**config.mk**
```make
export PLATFORM = sky130hd
export DESIGN_NAME = npc_unit
export DESIGN_NICKNAME = d
export VERILOG_FILES = /design/src/rtl/npc_pkg.sv /design/src/rtl/npc_decode.sv /design/src/rtl/npc_targets.sv /design/src/rtl/npc_select.sv /design/src/rtl/npc_pc_reg.sv /design/src/rtl/npc_unit.sv
export SDC_FILE = /design/constraint.sdc
export NUM_CORES = 1
export LEC_CHECK = 0
export BUFFER_PORTS_ARGS = -buffer_cell sky130_fd_sc_hd__buf_4
export CAP_MARGIN = 30
export CORE_MARGIN = 5
export CORE_UTILIZATION = 51
export DETAILED_ROUTE_END_ITERATION = 10
export HOLD_SLACK_MARGIN = 0.12
export MAX_ROUTING_LAYER = met4
export PLACE_DENSITY = 0.91
export SLEW_MARGIN = 10
export SYNTH_ARGS = -nofsm -noshare
export SYNTH_HDL_FRONTEND = slang
export SYNTH_SLANG_ARGS = --single-unit
```
**constraint.sdc**
```tcl
create_clock -name clk -period 4.5 [get_ports clk]
set_input_delay 0.225 -clock clk [delete_from_list [all_inputs] [get_ports clk]]
set_output_delay 0.225 -clock clk [all_outputs]
set_load 0.01 [all_outputs]
```
**src/rtl/npc_pkg.sv**
```systemverilog
package npc_pkg;

    localparam int unsigned XLEN      = 32;
    localparam int unsigned OP_W      = 6;
    localparam int unsigned FN_W      = 6;
    localparam int unsigned OFFS_W    = 16;
    localparam int unsigned TGT_W     = 26;
    localparam int unsigned ALIGN_W   = 2;
    localparam int unsigned REGION_W  = XLEN - TGT_W - ALIGN_W;
    localparam int unsigned SEXT_W    = XLEN - OFFS_W - ALIGN_W;
    localparam logic [XLEN-1:0] WORD_STEP = XLEN'(1) << ALIGN_W;

    localparam logic [OP_W-1:0] OPC_SPECIAL = 6'd0;
    localparam logic [OP_W-1:0] OPC_JMP     = 6'd2;
    localparam logic [OP_W-1:0] OPC_JMPLNK  = 6'd3;
    localparam logic [OP_W-1:0] OPC_BR_EQ   = 6'd4;
    localparam logic [OP_W-1:0] OPC_BR_NE   = 6'd5;
    localparam logic [FN_W-1:0] FN_JREG     = 6'd8;

    typedef enum logic [2:0] {
        CTL_SEQ,
        CTL_BEQ,
        CTL_BNE,
        CTL_JABS,
        CTL_JREG
    } ctl_kind_e;

    typedef struct packed {
        ctl_kind_e         kind;
        logic [OFFS_W-1:0] offs;
        logic [TGT_W-1:0]  tgt;
    } ctl_dec_t;

    typedef struct packed {
        logic [XLEN-1:0] seq;
        logic [XLEN-1:0] br;
        logic [XLEN-1:0] jabs;
        logic [XLEN-1:0] jreg;
        logic            jreg_mis;
    } tgt_set_t;

    function automatic ctl_kind_e classify(input logic [OP_W-1:0] op,
                                           input logic [FN_W-1:0] fn);
        ctl_kind_e k;
        case (op)
            OPC_BR_EQ:              k = CTL_BEQ;
            OPC_BR_NE:              k = CTL_BNE;
            OPC_JMP, OPC_JMPLNK:    k = CTL_JABS;
            OPC_SPECIAL:            k = (fn == FN_JREG) ? CTL_JREG : CTL_SEQ;
            default:                k = CTL_SEQ;
        endcase
        return k;
    endfunction

    function automatic logic [XLEN-1:0] word_offset(input logic [OFFS_W-1:0] f);
        return {{SEXT_W{f[OFFS_W-1]}}, f, {ALIGN_W{1'b0}}};
    endfunction

endpackage

```
**src/rtl/npc_decode.sv**
```systemverilog
module npc_decode
    import npc_pkg::*;
(
    input  logic [XLEN-1:0] instr,
    output ctl_dec_t        dec
);
    localparam int unsigned OP_LSB = XLEN - OP_W;

    always_comb begin
        dec.kind = classify(instr[XLEN-1:OP_LSB], instr[FN_W-1:0]);
        dec.offs = instr[OFFS_W-1:0];
        dec.tgt  = instr[TGT_W-1:0];
    end
endmodule

```
**src/rtl/npc_targets.sv**
```systemverilog
module npc_targets
    import npc_pkg::*;
(
    input  logic [XLEN-1:0] pc,
    input  ctl_dec_t        dec,
    input  logic [XLEN-1:0] jreg_val,
    output tgt_set_t        tg
);
    logic [XLEN-1:0] seq_pc;

    assign seq_pc = pc + WORD_STEP;

    always_comb begin
        tg.seq      = seq_pc;
        tg.br       = seq_pc + word_offset(dec.offs);
        tg.jabs     = {pc[XLEN-1 -: REGION_W], dec.tgt, {ALIGN_W{1'b0}}};
        tg.jreg     = {jreg_val[XLEN-1:ALIGN_W], {ALIGN_W{1'b0}}};
        tg.jreg_mis = |jreg_val[ALIGN_W-1:0];
    end
endmodule

```
**src/rtl/npc_select.sv**
```systemverilog
module npc_select
    import npc_pkg::*;
(
    input  ctl_kind_e       kind,
    input  logic [XLEN-1:0] opnd_a,
    input  logic [XLEN-1:0] opnd_b,
    input  tgt_set_t        tg,
    output logic [XLEN-1:0] next_pc,
    output logic            redirect,
    output logic            mis
);
    logic same;
    assign same = (opnd_a == opnd_b);

    always_comb begin
        next_pc  = tg.seq;
        redirect = 1'b0;
        mis      = 1'b0;
        unique case (kind)
            CTL_BEQ: if (same) begin
                next_pc  = tg.br;
                redirect = 1'b1;
            end
            CTL_BNE: if (!same) begin
                next_pc  = tg.br;
                redirect = 1'b1;
            end
            CTL_JABS: begin
                next_pc  = tg.jabs;
                redirect = 1'b1;
            end
            CTL_JREG: begin
                next_pc  = tg.jreg;
                redirect = 1'b1;
                mis      = tg.jreg_mis;
            end
            default: ;
        endcase
    end
endmodule

```
**src/rtl/npc_pc_reg.sv**
```systemverilog
module npc_pc_reg
    import npc_pkg::*;
#(
    parameter logic [XLEN-1:0] START_ADDR = 32'h0040_0000
) (
    input  logic            clk,
    input  logic            rst,
    input  logic            en,
    input  logic [XLEN-1:0] next_pc,
    input  logic            redirect,
    input  logic            mis,
    output logic [XLEN-1:0] pc_q,
    output logic            taken_q,
    output logic            mis_q
);
    always_ff @(posedge clk) begin
        if (rst) begin
            pc_q    <= START_ADDR;
            taken_q <= 1'b0;
            mis_q   <= 1'b0;
        end else if (en) begin
            pc_q    <= next_pc;
            taken_q <= redirect;
            mis_q   <= mis;
        end else begin
            taken_q <= 1'b0;
            mis_q   <= 1'b0;
        end
    end


    reset_load_chk: assert property (@(posedge clk) disable iff (rst)
        $past(rst) |-> (pc_q == START_ADDR) && !taken_q && !mis_q);


    stall_hold_chk: assert property (@(posedge clk) disable iff (rst)
        !en |=> $stable(pc_q) && !taken_q && !mis_q);


    pc_aligned_chk: assert property (@(posedge clk) disable iff (rst)
        pc_q[ALIGN_W-1:0] == '0);


    mis_needs_taken_chk: assert property (@(posedge clk) disable iff (rst)
        mis_q |-> taken_q);
endmodule

```
**src/rtl/npc_unit.sv**
```systemverilog
module npc_unit
    import npc_pkg::*;
#(
    parameter logic [31:0] START_ADDR = 32'h0040_0000
) (
    input  logic        clk,
    input  logic        rst,
    input  logic        en,
    input  logic [31:0] instr,
    input  logic [31:0] opnd_a,
    input  logic [31:0] opnd_b,
    input  logic [31:0] jreg_val,
    output logic [31:0] pc,
    output logic        taken,
    output logic        misalign
);
    ctl_dec_t        dec;
    tgt_set_t        tg;
    logic [XLEN-1:0] next_pc;
    logic            redirect;
    logic            mis;

    npc_decode u_dec (
        .instr (instr),
        .dec   (dec)
    );

    npc_targets u_tgt (
        .pc       (pc),
        .dec      (dec),
        .jreg_val (jreg_val),
        .tg       (tg)
    );

    npc_select u_sel (
        .kind     (dec.kind),
        .opnd_a   (opnd_a),
        .opnd_b   (opnd_b),
        .tg       (tg),
        .next_pc  (next_pc),
        .redirect (redirect),
        .mis      (mis)
    );

    npc_pc_reg #(.START_ADDR(START_ADDR)) u_pc (
        .clk      (clk),
        .rst      (rst),
        .en       (en),
        .next_pc  (next_pc),
        .redirect (redirect),
        .mis      (mis),
        .pc_q     (pc),
        .taken_q  (taken),
        .mis_q    (misalign)
    );


    seq_step_chk: assert property (@(posedge clk) disable iff (rst)
        en && dec.kind == CTL_SEQ |=> !taken && (pc == $past(pc) + 32'd4));


    beq_equal_chk: assert property (@(posedge clk) disable iff (rst)
        en && dec.kind == CTL_BEQ && opnd_a == opnd_b |=> taken);


    bne_equal_chk: assert property (@(posedge clk) disable iff (rst)
        en && dec.kind == CTL_BNE && opnd_a == opnd_b
        |=> !taken && (pc == $past(pc) + 32'd4));


    jabs_region_chk: assert property (@(posedge clk) disable iff (rst)
        en && dec.kind == CTL_JABS
        |=> taken && (pc[31:28] == $past(pc[31:28])));


    jreg_load_chk: assert property (@(posedge clk) disable iff (rst)
        en && dec.kind == CTL_JREG
        |=> taken && (pc == {$past(jreg_val[31:2]), 2'b00}));
endmodule

```
==> results summary <==
The floorplan die height is slightly above 100 um. The count of cells resized by post-cts repair came out at 0. The net count reported at finish is between 800 and 900. The worst min-delay path endpoint is u_pc.mis_q. The worst reg2reg path depth is 14.

The met3 track demand over resource is 5.46%. The first routing iteration left 302 violations. In this design, the largest share of critical-path delay is due to compound AO/OA/AOI/OAI gates. The global routing met2 resource utilization came out at 50.7%. The initial antenna violation count came out at 0.

The power density over the cells came out at 189 nW/um^2. STA puts the critical path data required time at about 4.7 ns. The half-perimeter wire length of the detailed placement result came out at approximately 11 mm. For the worst setup path, the data arrival time is between 4 and 5 ns.

The sequential-to-total area share from yosys stat came out at ~15%. The die covers about 10000 um^2. The clock root buffer master is sky130_fd_sc_hd__clkbuf_8. The met1 capacity usage during global routing is 32.3%. Of the available clock period, the critical path in the final layout requires between 80% and 90%. The buffers plus inverters on the worst setup path came out at 0. The number of vias per cell after detailed routing came out at slightly above 6. The repair_antennas step left the layout with diodes totalling 0. The flow ran to the end, and the final reports show no timing, DRC or antenna violations.

STA classifies the critical path startpoint as a flip-flop. The area of the core is between 8000 and 9000 um^2. The wire length of the first global-routing pass came out at roughly 23 mm. In the post-synthesis netlist, the biggest area contributors are sky130_fd_sc_hd__dfxtp_1 15%, sky130_fd_sc_hd__ha_1 10%, sky130_fd_sc_hd__xor2_1 9.5%, sky130_fd_sc_hd__xnor2_1 7.1%, sky130_fd_sc_hd__nand2_1 5.5%. The floorplan step set the die width to a little over 100 um.

The count of yosys warnings during synthesis is 0. The post-synthesis average cell area came out at around 7.3 um^2. The time the worst path needs with I/O delays and setup is slightly below 4 ns. The H-tree depth is 2. The mean routed wirelength per cell came out at 17.7 um. TritonCTS built the clock tree. around 170 I/O pins were placed. Input and output buffers added on the ports amount to ~160. The delay contributed by the slowest stage of the critical path is between 0.5 and 0.6 ns.

The count of pins over their slew limit came out at 0. Global routing used about 28% of the available tracks across all layers. The cell area after synthesis came out at 4340 um^2. The synthesized instance count is 591. Setup repair after global routing left no endpoint under its margin. The total of hold buffers inserted after clock tree synthesis came out at 0. After synthesis the netlist holds a flip-flop and latch count of 32. Summed over all failing endpoints, the final setup total negative slack is 0 ns. In this run the worst hold path is classified as input port to flip-flop. STA classifies the critical path endpoint as a flip-flop.

The area growth from synthesis to layout came out at 30.3%. The worst hold slack came out at about 0.23 ns. The number of synthesized flops with an enable pin is 0.

For this run, the leading register cell type out of synthesis is sky130_fd_sc_hd__dfxtp_1. The cell seen most often among critical-path stages is sky130_fd_sc_hd__a221oi_1. The final-report setup violation count came out at 0.

In this run the critical register-to-register path is captured at u_pc.pc_q[26]. The effective utilization at floorplan is a little over half. The global-route layer with the greatest usage is met2. The share of flip-flops with an asynchronous set or reset came out at 0%. The number of core rows is 33. Clock skew on the completed layout was measured at approximately 0.0055 ns. Entering global routing, the biggest net connects between 50 and 60 pins.

The final routed DRC violation total is 0. The final-report hold violation count came out at 0. The setup slack of the most critical reg-to-reg path came out at 0.52 ns. The worst-case vdd ir drop came out at approximately 0.00012 V. The via count of the first global-routing pass was ~5000. The worst-path cell with the longest stage delay is sky130_fd_sc_hd__a221oi_1. The overall overflow remaining after global route is 0. The via total after detailed routing is around 5000. The number of maximum-capacitance violations came out at 0. The clock latency on the worst-skew pair came out at just under 0.3 ns.

The maximum net fanout on the critical path came out at 9. The worst slew margin relative to its limit is 53.6%. The area taken by multi-input logic gates is around 3500 um^2. The count of fill cells added during filler insertion is 693. The remaining antenna violation count came out at 0.

The number of clock sinks seen by CTS is 32. After clock tree synthesis, the clock-pin slew on the worst setup and hold paths is 0.08 ns. The final estimated routing congestion in global placement is 0.950.

The ratio of cells with drive above 1 in the final layout came out at approximately a quarter. The number of clock buffers inserted by TritonCTS is 5. Traced cell by cell, the critical path runs through and4_1 -> and3_1 -> nand2_1 -> nor2_1 -> xor2_1 -> ha_1 -> a21oi_1 -> o211ai_1 -> a221oi_1 -> o21ai_0 -> o21ba_2 -> xnor2_1 -> a221oi_1 -> nor3_1.

The startpoint identified for the worst hold timing path is jreg_val[0]. The transition time at the pin with the least slew margin came out at between 0.6 and 0.7 ns. The cell depth of the worst hold path is 3.

After detailed routing, the total wire length is around 15 mm. The standby leakage power came out at about 2.6 nW. The total area of sequential cells is ~640 um^2. The number of distinct library cells after synthesis is 62. The number of buffers between clock root and the deepest sink is 2. The category of the most critical setup path is flip-flop to flip-flop. The startpoint identified for the worst register-to-register timing path is u_pc.pc_q[4].

The fraction of post-synthesis cell area in the top cell type by area is about 15%. The number of buffers inserted to repair setup after CTS came out at 0. For this run, the detailed router's first-pass iteration total came to 4. The maximum operating frequency is 0.251 GHz. The largest total area in the synthesized netlist belongs to sky130_fd_sc_hd__dfxtp_1.
[area by class of cell]
class	count	area share (%)
clock buffer	6	1.46
clock inverter	2	0.177
inverter	10	0.663
multi-input combinational	517	62.2
sequential	32	11.3
tap	105	2.32
timing repair buffer	165	21.9
[flip-flops by register name, indices dropped and copies added, names as in the netlist]
| register | cells |
|---|---|
| u_pc.taken_q | 1 |
| u_pc.pc_q | 30 |
| u_pc.mis_q | 1 |
[per-layer routing]
metal | up-vias | wire, um
li1 | 2465 | -
met1 | 2379 | 5950
met2 | 229 | 7280
met3 | 22 | 1290
met4 | 0 | 277
met5 | - | 0
[cells in the mapped netlist, types with 3 or more instances]
cell type                  number
sky130_fd_sc_hd__nand2_1       64
sky130_fd_sc_hd__nor2_1        60
sky130_fd_sc_hd__xor2_1        47
sky130_fd_sc_hd__ha_1          36
sky130_fd_sc_hd__xnor2_1       35
sky130_fd_sc_hd__dfxtp_1       32
sky130_fd_sc_hd__a21oi_1       31
sky130_fd_sc_hd__a22oi_1       28
sky130_fd_sc_hd__nor3_1        26
sky130_fd_sc_hd__clkbuf_1      22
sky130_fd_sc_hd__a221oi_1      21
sky130_fd_sc_hd__nand3_1       21
sky130_fd_sc_hd__o21ai_0       20
sky130_fd_sc_hd__and3_1        12
sky130_fd_sc_hd__nand4_1       12
sky130_fd_sc_hd__nor4_1        11
sky130_fd_sc_hd__a211oi_1      10
sky130_fd_sc_hd__a21o_1        10
sky130_fd_sc_hd__inv_1         10
sky130_fd_sc_hd__nand2b_1       8
sky130_fd_sc_hd__buf_4          7
sky130_fd_sc_hd__o211ai_1       6
sky130_fd_sc_hd__a311oi_1       5
sky130_fd_sc_hd__and2_1         5
sky130_fd_sc_hd__a221o_1        3
sky130_fd_sc_hd__nor2b_1        3
[worst register-to-register path: stages, from the launching register on]
cell and delay, ns:
sky130_fd_sc_hd__dfxtp_1 0.48, sky130_fd_sc_hd__and4_1 0.26, sky130_fd_sc_hd__and3_1 0.43, sky130_fd_sc_hd__nand2_1 0.20, sky130_fd_sc_hd__nor2_1 0.16, sky130_fd_sc_hd__xor2_1 0.26, sky130_fd_sc_hd__ha_1 0.32, sky130_fd_sc_hd__a21oi_1 0.19
sky130_fd_sc_hd__o211ai_1 0.11, sky130_fd_sc_hd__a221oi_1 0.55, sky130_fd_sc_hd__o21ai_0 0.18, sky130_fd_sc_hd__o21ba_2 0.27, sky130_fd_sc_hd__xnor2_1 0.06, sky130_fd_sc_hd__a221oi_1 0.29, sky130_fd_sc_hd__nor3_1 0.08
[kinds of logic (layout without fill, tap and decap cells)]
logic type / Yosys count / in the layout / synth area share, %
simple gates: 236 / 236 / 26.5
compound gates: 156 / 156 / 25.7
xor+xnor: 83 / 83 / 16.9
buf+inv: 43 / 183 / 4.38
fa+ha+maj: 37 / 37 / 10.8
flops: 32 / 32 / 14.8
mux: 3 / 3 / 0.807
other cells: 1 / 2 / 0.0863
[worst max-delay path by stage]
stage / start / to / cells past startpoint / slack [ns]
after floorplan: u_pc.pc_q[4] / u_pc.pc_q[26] / 16 / 1.18
after global placement: u_pc.pc_q[4] / u_pc.pc_q[26] / 14 / 0.76
after detailed placement: u_pc.pc_q[4] / u_pc.pc_q[26] / 14 / 0.58
after CTS: u_pc.pc_q[4] / u_pc.pc_q[26] / 14 / 0.55
after global routing: u_pc.pc_q[4] / u_pc.pc_q[26] / 14 / 0.27
final: u_pc.pc_q[4] / u_pc.pc_q[26] / 14 / 0.52
[through the flow]
stage / power, W / setup slack, ns / std cells / utilization (%) / area (um^2)
floorplan: 0.000632 / 1.18 / 592 / - / 4350
global placement: 0.000815 / 0.761 / 829 / 67.4 / 5570
detailed placement: 0.000822 / 0.577 / 829 / 67.4 / 5570
CTS: 0.00107 / 0.554 / 837 / 68.5 / 5660
global route: 0.00114 / 0.270 / 837 / 68.5 / 5660
finish: 0.00107 / 0.523 / 837 / 68.5 / 5660
[where the power goes]
| group | internal (W) | total [W] | switching [W] |
|---|---|---|---|
| combinational | 0.000245 | 0.000492 | 0.000247 |
| sequential | 0.000301 | 0.000331 | 0.0000304 |
| clock | 0.000122 | 0.000245 | 0.000122 |
| total | 0.000668 | 0.00107 | 0.000400 |
[cell usage in the layout (no fill, tap or decap), types with 20 or more instances in the layout]
cell type	instances
sky130_fd_sc_hd__nand2_1	64
sky130_fd_sc_hd__ha_1	36
sky130_fd_sc_hd__buf_4	165
sky130_fd_sc_hd__a221oi_1	21
sky130_fd_sc_hd__a22oi_1	28
sky130_fd_sc_hd__dfxtp_1	32
sky130_fd_sc_hd__nor3_1	26
sky130_fd_sc_hd__nand3_1	21
sky130_fd_sc_hd__xnor2_1	35
sky130_fd_sc_hd__xor2_1	47
sky130_fd_sc_hd__a21oi_1	31
sky130_fd_sc_hd__nor2_1	60
sky130_fd_sc_hd__o21ai_0	20
Note: power is estimated with default switching activity, not from simulation.
